--- src/rtl/pcm_slot_pkg.sv ---
package pcm_slot_pkg;
  typedef enum logic {EDGE_RISE = 1'b0, EDGE_FALL = 1'b1} edge_sel_e;
  localparam int unsigned SLOT_BITS_DEF = 8;
endpackage

--- src/rtl/pcm_slot_seq.sv ---
module pcm_slot_seq
  import pcm_slot_pkg::*;
#(
  parameter edge_sel_e   EDGE           = EDGE_RISE,
  parameter int unsigned SLOT_BITS      = SLOT_BITS_DEF,
  parameter int unsigned STANDBY_CYCLES = 100
) (
  input  logic clk_i,
  input  logic rst_ni,
  input  logic en_i,
  input  logic var_mode_i,
  input  logic fs_i,
  input  logic dclk_i,
  output logic start_o,
  output logic step_o,
  output logic last_o,
  output logic active_o,
  output logic sig_o,
  output logic standby_o
);
  localparam int CW = $clog2(SLOT_BITS);
  localparam int SW = $clog2(STANDBY_CYCLES + 1);

  logic          fs_q, dclk_q, dclk_edge, abort;
  logic          active_q, sig_q;
  logic [CW-1:0] cnt_q;
  logic [SW-1:0] idle_q;

  generate
    if (EDGE == EDGE_RISE) begin : g_rise
      assign dclk_edge = dclk_i & ~dclk_q;
    end else begin : g_fall
      assign dclk_edge = ~dclk_i & dclk_q;
    end
  endgenerate

  assign start_o   = en_i & ~active_q & fs_i & ~fs_q;
  assign step_o    = en_i & active_q & (var_mode_i ? (fs_i & dclk_edge) : 1'b1);
  assign last_o    = step_o & (cnt_q == CW'(SLOT_BITS - 1));
  assign abort     = active_q & var_mode_i & ~fs_i;
  assign active_o  = active_q;
  assign sig_o     = sig_q;
  assign standby_o = (idle_q == SW'(STANDBY_CYCLES));

  always_ff @(posedge clk_i or negedge rst_ni) begin
    if (!rst_ni) begin
      fs_q     <= 1'b0;
      dclk_q   <= 1'b0;
      active_q <= 1'b0;
      sig_q    <= 1'b0;
      cnt_q    <= '0;
      idle_q   <= '0;
    end else begin
      fs_q   <= fs_i;
      dclk_q <= dclk_i;
      if (!en_i) begin
        active_q <= 1'b0;
        sig_q    <= 1'b0;
        cnt_q    <= '0;
        idle_q   <= '0;
      end else begin
        if (start_o) begin
          active_q <= 1'b1;
          sig_q    <= 1'b0;
          cnt_q    <= '0;
        end else if (abort) begin
          active_q <= 1'b0;
        end else if (step_o) begin
          cnt_q <= cnt_q + 1'b1;
          if (last_o) active_q <= 1'b0;
          // pulse-length code: sync still high on first bit edge => signaling
          if (cnt_q == '0 && !var_mode_i) sig_q <= fs_i;
        end
        if (fs_i) idle_q <= '0;
        else if (idle_q != SW'(STANDBY_CYCLES)) idle_q <= idle_q + 1'b1;
      end
    end
  end
endmodule

--- src/rtl/pcm_tx_shift.sv ---
module pcm_tx_shift #(
  parameter int unsigned W = 8
) (
  input  logic         clk_i,
  input  logic         rst_ni,
  input  logic         start_i,
  input  logic         step_i,
  input  logic         last_i,
  input  logic         active_i,
  input  logic [W-1:0] byte_i,
  output logic         pcm_o,
  output logic         oe_o
);
  logic [W-1:0] sr_q;

  always_ff @(posedge clk_i or negedge rst_ni) begin
    if (!rst_ni)                 sr_q <= '0;
    else if (start_i)            sr_q <= byte_i;
    else if (step_i && !last_i)  sr_q <= {sr_q[W-2:0], 1'b0};
  end

  assign oe_o  = active_i;
  assign pcm_o = active_i & sr_q[W-1];
endmodule

--- src/rtl/pcm_rx_shift.sv ---
module pcm_rx_shift #(
  parameter int unsigned W = 8
) (
  input  logic         clk_i,
  input  logic         rst_ni,
  input  logic         step_i,
  input  logic         last_i,
  input  logic         sig_i,
  input  logic         pcm_i,
  output logic [W-1:0] byte_o,
  output logic         valid_o,
  output logic         sig_o
);
  logic [W-1:0] sr_q;

  always_ff @(posedge clk_i or negedge rst_ni) begin
    if (!rst_ni) begin
      sr_q    <= '0;
      byte_o  <= '0;
      valid_o <= 1'b0;
      sig_o   <= 1'b0;
    end else begin
      valid_o <= last_i;
      if (step_i) sr_q <= {sr_q[W-2:0], pcm_i};
      if (last_i) begin
        byte_o <= {sr_q[W-2:0], pcm_i};
        sig_o  <= sig_i;
      end
    end
  end
endmodule

--- src/rtl/pcm_slot_if.sv ---
module pcm_slot_if
  import pcm_slot_pkg::*;
#(
  parameter int unsigned SLOT_BITS  = SLOT_BITS_DEF,
  parameter int unsigned CLK_HZ     = 2_048_000,
  parameter int unsigned STANDBY_MS = 300
) (
  input  logic                 clk_i,
  input  logic                 rst_ni,
  input  logic                 pwr_en_i,
  input  logic                 var_mode_i,
  input  logic                 alaw_sel_i,
  output logic                 law_alaw_o,
  input  logic                 tx_fs_i,
  input  logic                 tx_dclk_i,
  input  logic [SLOT_BITS-1:0] tx_byte_i,
  output logic                 tx_pcm_o,
  output logic                 tx_pcm_oe_o,
  output logic                 tx_slot_strobe_o,
  output logic                 tx_sig_o,
  output logic                 tx_standby_o,
  input  logic                 rx_fs_i,
  input  logic                 rx_dclk_i,
  input  logic                 rx_pcm_i,
  output logic [SLOT_BITS-1:0] rx_byte_o,
  output logic                 rx_valid_o,
  output logic                 rx_sig_o,
  output logic                 rx_standby_o
);
  localparam int unsigned STANDBY_CYCLES = CLK_HZ / 1000 * STANDBY_MS;

  logic tx_start, tx_step, tx_last, tx_active;
  logic rx_start, rx_step, rx_last, rx_active, rx_sig_live;
  logic tx_oe;

  pcm_slot_seq #(
    .EDGE(EDGE_RISE), .SLOT_BITS(SLOT_BITS), .STANDBY_CYCLES(STANDBY_CYCLES)
  ) u_tx_seq (
    .clk_i, .rst_ni, .en_i(pwr_en_i), .var_mode_i,
    .fs_i(tx_fs_i), .dclk_i(tx_dclk_i),
    .start_o(tx_start), .step_o(tx_step), .last_o(tx_last),
    .active_o(tx_active), .sig_o(tx_sig_o), .standby_o(tx_standby_o)
  );

  pcm_slot_seq #(
    .EDGE(EDGE_FALL), .SLOT_BITS(SLOT_BITS), .STANDBY_CYCLES(STANDBY_CYCLES)
  ) u_rx_seq (
    .clk_i, .rst_ni, .en_i(pwr_en_i), .var_mode_i,
    .fs_i(rx_fs_i), .dclk_i(rx_dclk_i),
    .start_o(rx_start), .step_o(rx_step), .last_o(rx_last),
    .active_o(rx_active), .sig_o(rx_sig_live), .standby_o(rx_standby_o)
  );

  pcm_tx_shift #(.W(SLOT_BITS)) u_tx_shift (
    .clk_i, .rst_ni, .start_i(tx_start), .step_i(tx_step), .last_i(tx_last),
    .active_i(tx_active), .byte_i(tx_byte_i), .pcm_o(tx_pcm_o), .oe_o(tx_oe)
  );

  pcm_rx_shift #(.W(SLOT_BITS)) u_rx_shift (
    .clk_i, .rst_ni, .step_i(rx_step), .last_i(rx_last), .sig_i(rx_sig_live),
    .pcm_i(rx_pcm_i), .byte_o(rx_byte_o), .valid_o(rx_valid_o), .sig_o(rx_sig_o)
  );

  assign tx_pcm_oe_o      = tx_oe;
  assign tx_slot_strobe_o = tx_oe & ~var_mode_i;
  assign law_alaw_o       = alaw_sel_i;

  logic unused_ok;
  assign unused_ok = rx_start ^ rx_active;
endmodule

--- config.mk ---
export PLATFORM = sky130hd
export DESIGN_NAME = pcm_slot_if
export DESIGN_NICKNAME = d
export VERILOG_FILES = /design/src/rtl/pcm_slot_pkg.sv /design/src/rtl/pcm_slot_seq.sv /design/src/rtl/pcm_tx_shift.sv /design/src/rtl/pcm_rx_shift.sv /design/src/rtl/pcm_slot_if.sv
export SDC_FILE = /design/constraint.sdc
export NUM_CORES = 1
export LEC_CHECK = 0
export ABC_CLOCK_PERIOD_IN_PS = 2300
export BUFFER_PORTS_ARGS = -buffer_cell sky130_fd_sc_hd__buf_2
export CORE_MARGIN = 4
export CORE_UTILIZATION = 59
export CTS_CLUSTER_SIZE = 14
export DETAILED_ROUTE_END_ITERATION = 12
export PLACE_DENSITY_LB_ADDON = 0.08
export SLEW_MARGIN = 5
export SYNTH_ARGS = -nofsm -noshare
export SYNTH_HDL_FRONTEND = slang
export SYNTH_SLANG_ARGS = --single-unit
--- constraint.sdc ---
create_clock -name clk_i -period 2.3 [get_ports clk_i]
set_input_delay 0.115 -clock clk_i [delete_from_list [all_inputs] [get_ports clk_i]]
set_output_delay 0.115 -clock clk_i [all_outputs]
set_load 0.02 [all_outputs]
==> flow_summary.yaml, run 1 <==
worst_setup_path:
  critPathCaptureType: "output port"
  arrival_ps: 2140
  critical-path-slowest-cell: "or4_1"
  cp_max_fo: 6
  start_kind: "register"
  worstSetupPathType: "register to output port"
  reg2reg_slack_ps: 320
  rr_worst_depth: 4
  r2r_start: "u_tx_seq.idle_q[5]"
  cp_data_required_time_ps: 2180
  worstPathCellList: "or4_1, or4_4, nor2_1, buf_2"
  r2r-end: "u_tx_seq.idle_q[17]"
  crit_path_max_incr_delay_ps: 560
final_layout:
  nets: 443
  area_growth_syn_to_layout_pct: 13.1
  drive_above_1_share_pct: 22.1
  antennaDiodeCount: 0
  post-route-util_pct: 69.0
  design_area_sq_um: 4380
logic_synthesis:
  synth_edf_count: 0
  yosysSeqAreaShare_pct: 51.0
  syn-num-nets: 400
  netlist_instances: 372
  ys_top_cells_by_count: "dfrtp_1, nor2_1, mux2_2"
  synth_ff_type: "dfrtp_1"
  synth_area_per_cell_sq_um: 10.4
  yosysTopAreaCell: "dfrtp_1"
  async_flop_share_pct: 100
  synth_top_area_share_pct: 51.0
  synth_cell_types: 44
  yosys-top-cells-area: "dfrtp_1, mux2_2, nor2_1"
  synth_area_sq_um: 3880
  postSynthRegisterBits: 79
  yosys_warnings: 0
  synth_most_common_cell: "dfrtp_1"
pwr:
  leakagePower_nw: 1.98
  ir_worst_vdd_uv: 467
  powerDensity_nw_per_um2: 632
clocking:
  htreeDepth: 3
  cts_root_buf: "clkbuf_8"
  worst_skew_pair.late_latency_ps: 350
  numCtsBuffers: 9
  clkTransAtPathRegs_ps: 80
  cts_tree: "done"
  cts_buffer_depth: 2
  cts_sinks: 79
min_path:
  hold_start: "rx_pcm_i"
  hold_class: "primary input to register"
  min_path_cells: 2
  hold_end: "u_rx_shift.byte_o[0]"
place:
  dp_hpwl_um: 5020
  portBuffers: 32
  postPlaceCellArea_sq_um: 4130
  place.gp.congestion: 0.837
sta:
  fin_hold_ws_ps: 20.0
  tightest_slew_ps: 684
  rsz0062_at_grt: "false"
  slew_headroom_pct: 54.3
  final_max_slew_viol_count: 0
  hold_viol: 0
  period_share_pct: 98.0
  clock_skew_ps: 13.2
  max_freq_mhz: 444
  setup_tns_ps: 0
  finalSetupViolations: 0
  period_needed_ps: 2250
job:
  drv_cap: 0
floorplan:
  dieArea_sq_um: 7930
  num_rows: 29
  ios: 35
  initial_core_util_pct: 61.1
  die_h_um: 89.1
  dieWidth_um: 89.1
  core_area_sq_um: 6350
global_route:
  grt_max_degree: 48
  first_global_vias: 2677
  grt_antenna_before_repair: 0
  grt-ovfl-total: 0
  grtUsageTotal_pct: 20.4
  grt_pass1_wl_um: 12500
status:
  status: "completed"
routing:
  dr.pass1.iters: 4
  via_count: 2877
  drc: 0
  post_drt_wl_per_cell_um: 14.8
  drt_iter0_markers: 171
  via_per_inst: 5.79
  routed_wl_um: 7340
  ant_nets: 0
[state kept, by name, indices dropped and copies added (netlist names)]
register / cells
u_tx_seq.active_o: 1
u_rx_shift.valid_o: 1
u_rx_shift.sig_o: 1
u_rx_shift.byte_o: 8
u_tx_seq.sig_o: 1
u_tx_seq.cnt_q: 3
u_tx_seq.fs_q: 1
u_rx_seq.fs_q: 1
u_rx_seq.dclk_q: 1
u_rx_shift.sr_q: 7
u_rx_seq.cnt_q: 3
u_rx_seq.active_o: 1
u_tx_seq.idle_q: 20
u_tx_shift.sr_q: 8
u_tx_seq.dclk_q: 1
u_rx_seq.idle_q: 20
u_rx_seq.sig_o: 1
[power breakdown]
| group | switching (mW) | internal, mW | leakage, nW | total [mW] |
|---|---|---|---|---|
| Combinational | 0.127 | 0.156 | 0.831 | 0.283 |
| Sequential | 0.0614 | 1.49 | 1.07 | 1.55 |
| Clock | 0.509 | 0.424 | 0.0788 | 0.933 |
[stage by stage]
stage	cells	power, mW	setup WS [ps]
global route	497	2.91	6.95
detailed placement	474	1.86	355
floorplan	372	1.76	408
finish	497	2.77	45.4
CTS	496	2.81	24.6
global placement	474	1.85	388
[critical path, delay by kind of cell (launching register included)]
family | cells | cell delay [ps]
and+or+nand+nor | 3 | 1190
DFF | 1 | 430
buffers and inverters | 1 | 170
[worst max-delay path by stage]
| stage | startpoint | end | slack, ps | depth (start not counted) |
|---|---|---|---|---|
| after floorplan | u_rx_seq.idle_q[15] | rx_standby_o | 410 | 3 |
| after global placement | u_rx_seq.idle_q[15] | u_rx_seq.idle_q[1] | 390 | 4 |
| after detailed placement | u_rx_seq.idle_q[15] | u_rx_seq.idle_q[1] | 350 | 4 |
| after CTS | u_tx_seq.idle_q[15] | tx_standby_o | 20 | 4 |
| after global routing | u_rx_seq.idle_q[15] | rx_standby_o | 7 | 4 |
| final | u_rx_seq.idle_q[15] | rx_standby_o | 50 | 4 |
[timing repair]
item | in CTS | in global routing
resized for setup | 1 | 2
endpoints found under the setup margin | 1 | 2
hold buffers | 6 | 0
buffers inserted | 0 | 1
hold endpoints to repair | 37 | 0
[area by class of cell]
cell class	instances	area, sq um
flip-flops and latches	79	1980
fillers	464	1970
multi-input cells	261	1780
repair buffers	43	275
clock buffers	12	145
well taps	77	96.3
inverters	21	78.8
clock inverters	4	31.3
[cell families (layout without fill, tap and decap cells)]
family                     count (synthesis)  count (layout)  share of synthesized area [%]
buffers and inverters                     32              80                           3.29
adders and majority gates                 10              10                           3.23
xor gates and xnor gates                  18              18                           4.07
and+or+nand+nor                          143             143                           19.3
DFF                                       79              79                           51.0
muxes                                     35              35                           10.0
AOI/OAI and AO/OA                         55              55                           9.13
[layout by cell type, fill, tap and decap left out, types with 6 or more instances in the layout]
cell type | synthesis | final
nor3_1 | 10 | 10
xnor2_1 | 15 | 15
dlygate4sd3_1 | 0 | 6
buf_2 | 3 | 30
nor2b_1 | 6 | 6
clkbuf_8 | 0 | 10
dfrtp_1 | 79 | 79
buf_4 | 1 | 6
nand4_1 | 8 | 8
ha_1 | 10 | 10
or4_1 | 8 | 6
o21ai_0 | 12 | 12
mux2_2 | 31 | 31
a21oi_1 | 19 | 19
nor4_1 | 9 | 9
nand3_1 | 15 | 15
nand2_1 | 25 | 25
inv_1 | 21 | 21
nor2_1 | 37 | 37
[per-layer routing]
| metal | vias to the layer above | routed length, um | share of wire [%] | track usage, % |
|---|---|---|---|---|
| met1 | 1405 | 3550 | 48 | 28.9 |
| met5 | - | 0 | 0 | 0 |
| met2 | 48 | 3420 | 47 | 31.0 |
| met3 | 10 | 223 | 3.0 | 3.32 |
| met4 | 0 | 137 | 1.9 | 8.93 |
| li1 | 1414 | - | - | - |
(Power assumes the default switching activity.)
==> run 2, diff against run 1 <==
--- a/config.mk
+++ b/config.mk
@@ -5,10 +5,10 @@
 export SDC_FILE = /design/constraint.sdc
 export NUM_CORES = 1
 export LEC_CHECK = 0
-export ABC_CLOCK_PERIOD_IN_PS = 2300
+export ABC_CLOCK_PERIOD_IN_PS = 2800
 export BUFFER_PORTS_ARGS = -buffer_cell sky130_fd_sc_hd__buf_2
 export CORE_MARGIN = 4
-export CORE_UTILIZATION = 59
+export CORE_UTILIZATION = 60
 export CTS_CLUSTER_SIZE = 14
 export DETAILED_ROUTE_END_ITERATION = 12
 export PLACE_DENSITY_LB_ADDON = 0.08
==> constraint.sdc (replaced) <==
create_clock -name clk_i -period 2.8 [get_ports clk_i]
set_input_delay 0.14 -clock clk_i [delete_from_list [all_inputs] [get_ports clk_i]]
set_output_delay 0.14 -clock clk_i [all_outputs]
set_load 0.02 [all_outputs]
==> run 2 against run 1 <==
Wire length decreased by 0.64%. Register-to-register slack better by 470 ps. Sequential power fell by 17%. Worst hold slack gained 2.2 ps. Global-route usage increased by 0.68 points. Die area down 1.5%. Count of clock-buffer cells in the layout shrank 3. Flip-flop and latch count did not move. Cell area grew 0.20%. Critical path type unchanged. Highest routed layer unchanged.
==> flow_summary.yaml, run 2 (synthesis results as in run 1) <==
routing:
  ant_nets: 0
  via_per_inst: 5.78
  drt_iter0_markers: 182
  via_count: 2855
  dr.pass1.iters: 4
  routed_wl_um: 7290
  post_drt_wl_per_cell_um: 14.8
  drc: 0
final_layout:
  nets: 440
  multiInputGateArea_sq_um: 1770
  nFillCells: 509
  area_growth_syn_to_layout_pct: 13.3
  final_common_cell: "dfrtp_1"
  most-common-layout-cells: "dfrtp_1, nor2_1, mux2_2, buf_2, nand2_1"
  post-route-util_pct: 69.6
  antennaDiodeCount: 0
  drive_above_1_share_pct: 21.6
  seq_area_sq_um: 1980
  largestRegisters: "u_rx_seq.idle_q x20, u_tx_seq.idle_q x20"
  design_area_sq_um: 4390
status:
  status: "completed"
pwr:
  leakagePower_nw: 2.00
  ir_worst_vdd_uv: 472
  powerDensity_nw_per_um2: 566
  power_mw: 2.49
worst_setup_path:
  worstPathCellList: "or4_1, or4_1, nor2_1, buf_2"
  critical-path-slowest-cell: "or4_1"
  worstSetupPathType: "register to output port"
  arrival_ps: 2200
  cp_max_fo: 6
  worst_path_most_repeated_cell: "or4_1"
  cp_data_required_time_ps: 2660
  crit_start: "u_rx_seq.idle_q[15]"
  critPathCaptureType: "output port"
  crit_path_max_incr_delay_ps: 550
  start_kind: "register"
  r2r_start: "u_tx_seq.idle_q[2]"
  rr_worst_depth: 4
  reg2reg_slack_ps: 790
  r2r-end: "u_tx_seq.idle_q[19]"
floorplan:
  dieWidth_um: 88.4
  ios: 35
  num_rows: 29
  dieArea_sq_um: 7810
  core_area_sq_um: 6310
  die_h_um: 88.4
  initial_core_util_pct: 61.4
sta:
  period_needed_ps: 2340
  hold_viol: 0
  setup_tns_ps: 0
  clock_skew_ps: 10.6
  slew_headroom_pct: 35.6
  tightest_slew_ps: 966
  max_freq_mhz: 428
  period_share_pct: 83.4
  rsz0062_at_grt: "false"
  finalSetupViolations: 0
  final_max_slew_viol_count: 0
clocking:
  worst_skew_pair.late_latency_ps: 360
  cts_tree: "done"
  cts_buffer_depth: 2
  numCtsBuffers: 9
  cts_root_buf: "clkbuf_8"
  clkTransAtPathRegs_ps: 90
  htreeDepth: 3
  cts_sinks: 79
  post_cts_buffers: 0
  ctsHoldBuffers: 6
  post_cts_resized: 0
place:
  postPlaceCellArea_sq_um: 4100
  dp_hpwl_um: 4890
  place.gp.congestion: 0.831
  portBuffers: 32
global_route:
  grt_pass1_wl_um: 12800
  first_global_vias: 2770
  grt_antenna_before_repair: 0
  grt-ovfl-total: 0
  grt_max_degree: 80
  grtUsageTotal_pct: 21.0
min_path:
  hold_class: "primary input to register"
  hold_start: "rx_pcm_i"
  hold_end: "u_rx_shift.byte_o[0]"
  min_path_cells: 2
job:
  drv_cap: 0
-- run 2: changes by cell type in the layout (fill, tap and decap cells not counted), sizes merged --
cell,previous run,this run
clkinvlp,3,0
bufinv,0,2
clkinv,1,0
clkbuf,12,9
buf,37,34
inv,21,26
-- run 2: area by class of cell --
| class | instances | area share (%) |
|---|---|---|
| timing repair buffer | 40 | 5.41 |
| sequential | 79 | 45.0 |
| clock buffer | 9 | 2.82 |
| inverter | 21 | 1.79 |
| multi-input combinational | 261 | 40.4 |
| tap | 77 | 2.19 |
| clock inverter | 7 | 2.42 |
-- run 2: metrics by stage --
stage / hold WS, ps / setup slack (ps) / cells
final: 22.2 / 463 / 494
after global routing: 4.09 / 365 / 494
after CTS: 5.51 / 451 / 494
after detailed placement: 262 / 813 / 472
after global placement: 259 / 873 / 472
after floorplan: -156 / 883 / 372
-- run 2: how the worst max path moves through the flow --
stage / end / slack, ps / cells past startpoint
final: rx_standby_o / 460 / 4
after global routing: rx_standby_o / 370 / 4
after CTS: rx_standby_o / 450 / 4
after detailed placement: u_tx_seq.idle_q[15] / 810 / 4
after global placement: rx_standby_o / 870 / 4
after floorplan: rx_standby_o / 880 / 3
-- run 2: per-layer routing --
metal  track usage (%)  share of wire, %  vias to the layer above
li1                  -                 -                     1412
met1              28.4                48                     1394
met2              32.8                47                       35
met3              4.56               2.9                       14
met4              9.48               2.3                        0
met5                 0                 0                        -
-- run 2: critical path: cells and delay by family, from the launching register on --
kind,cells,cell delay [ps]
and+or+nand+nor,3,1220
buffers and inverters,1,170
DFF,1,440
-- run 2: where the power goes --
| group | leakage, nW | internal, mW | switching, mW |
|---|---|---|---|
| registers | 1.07 | 1.23 | 0.0501 |
| clock network | 0.117 | 0.521 | 0.462 |
| logic | 0.805 | 0.126 | 0.101 |
| total | 2.00 | 1.87 | 0.613 |
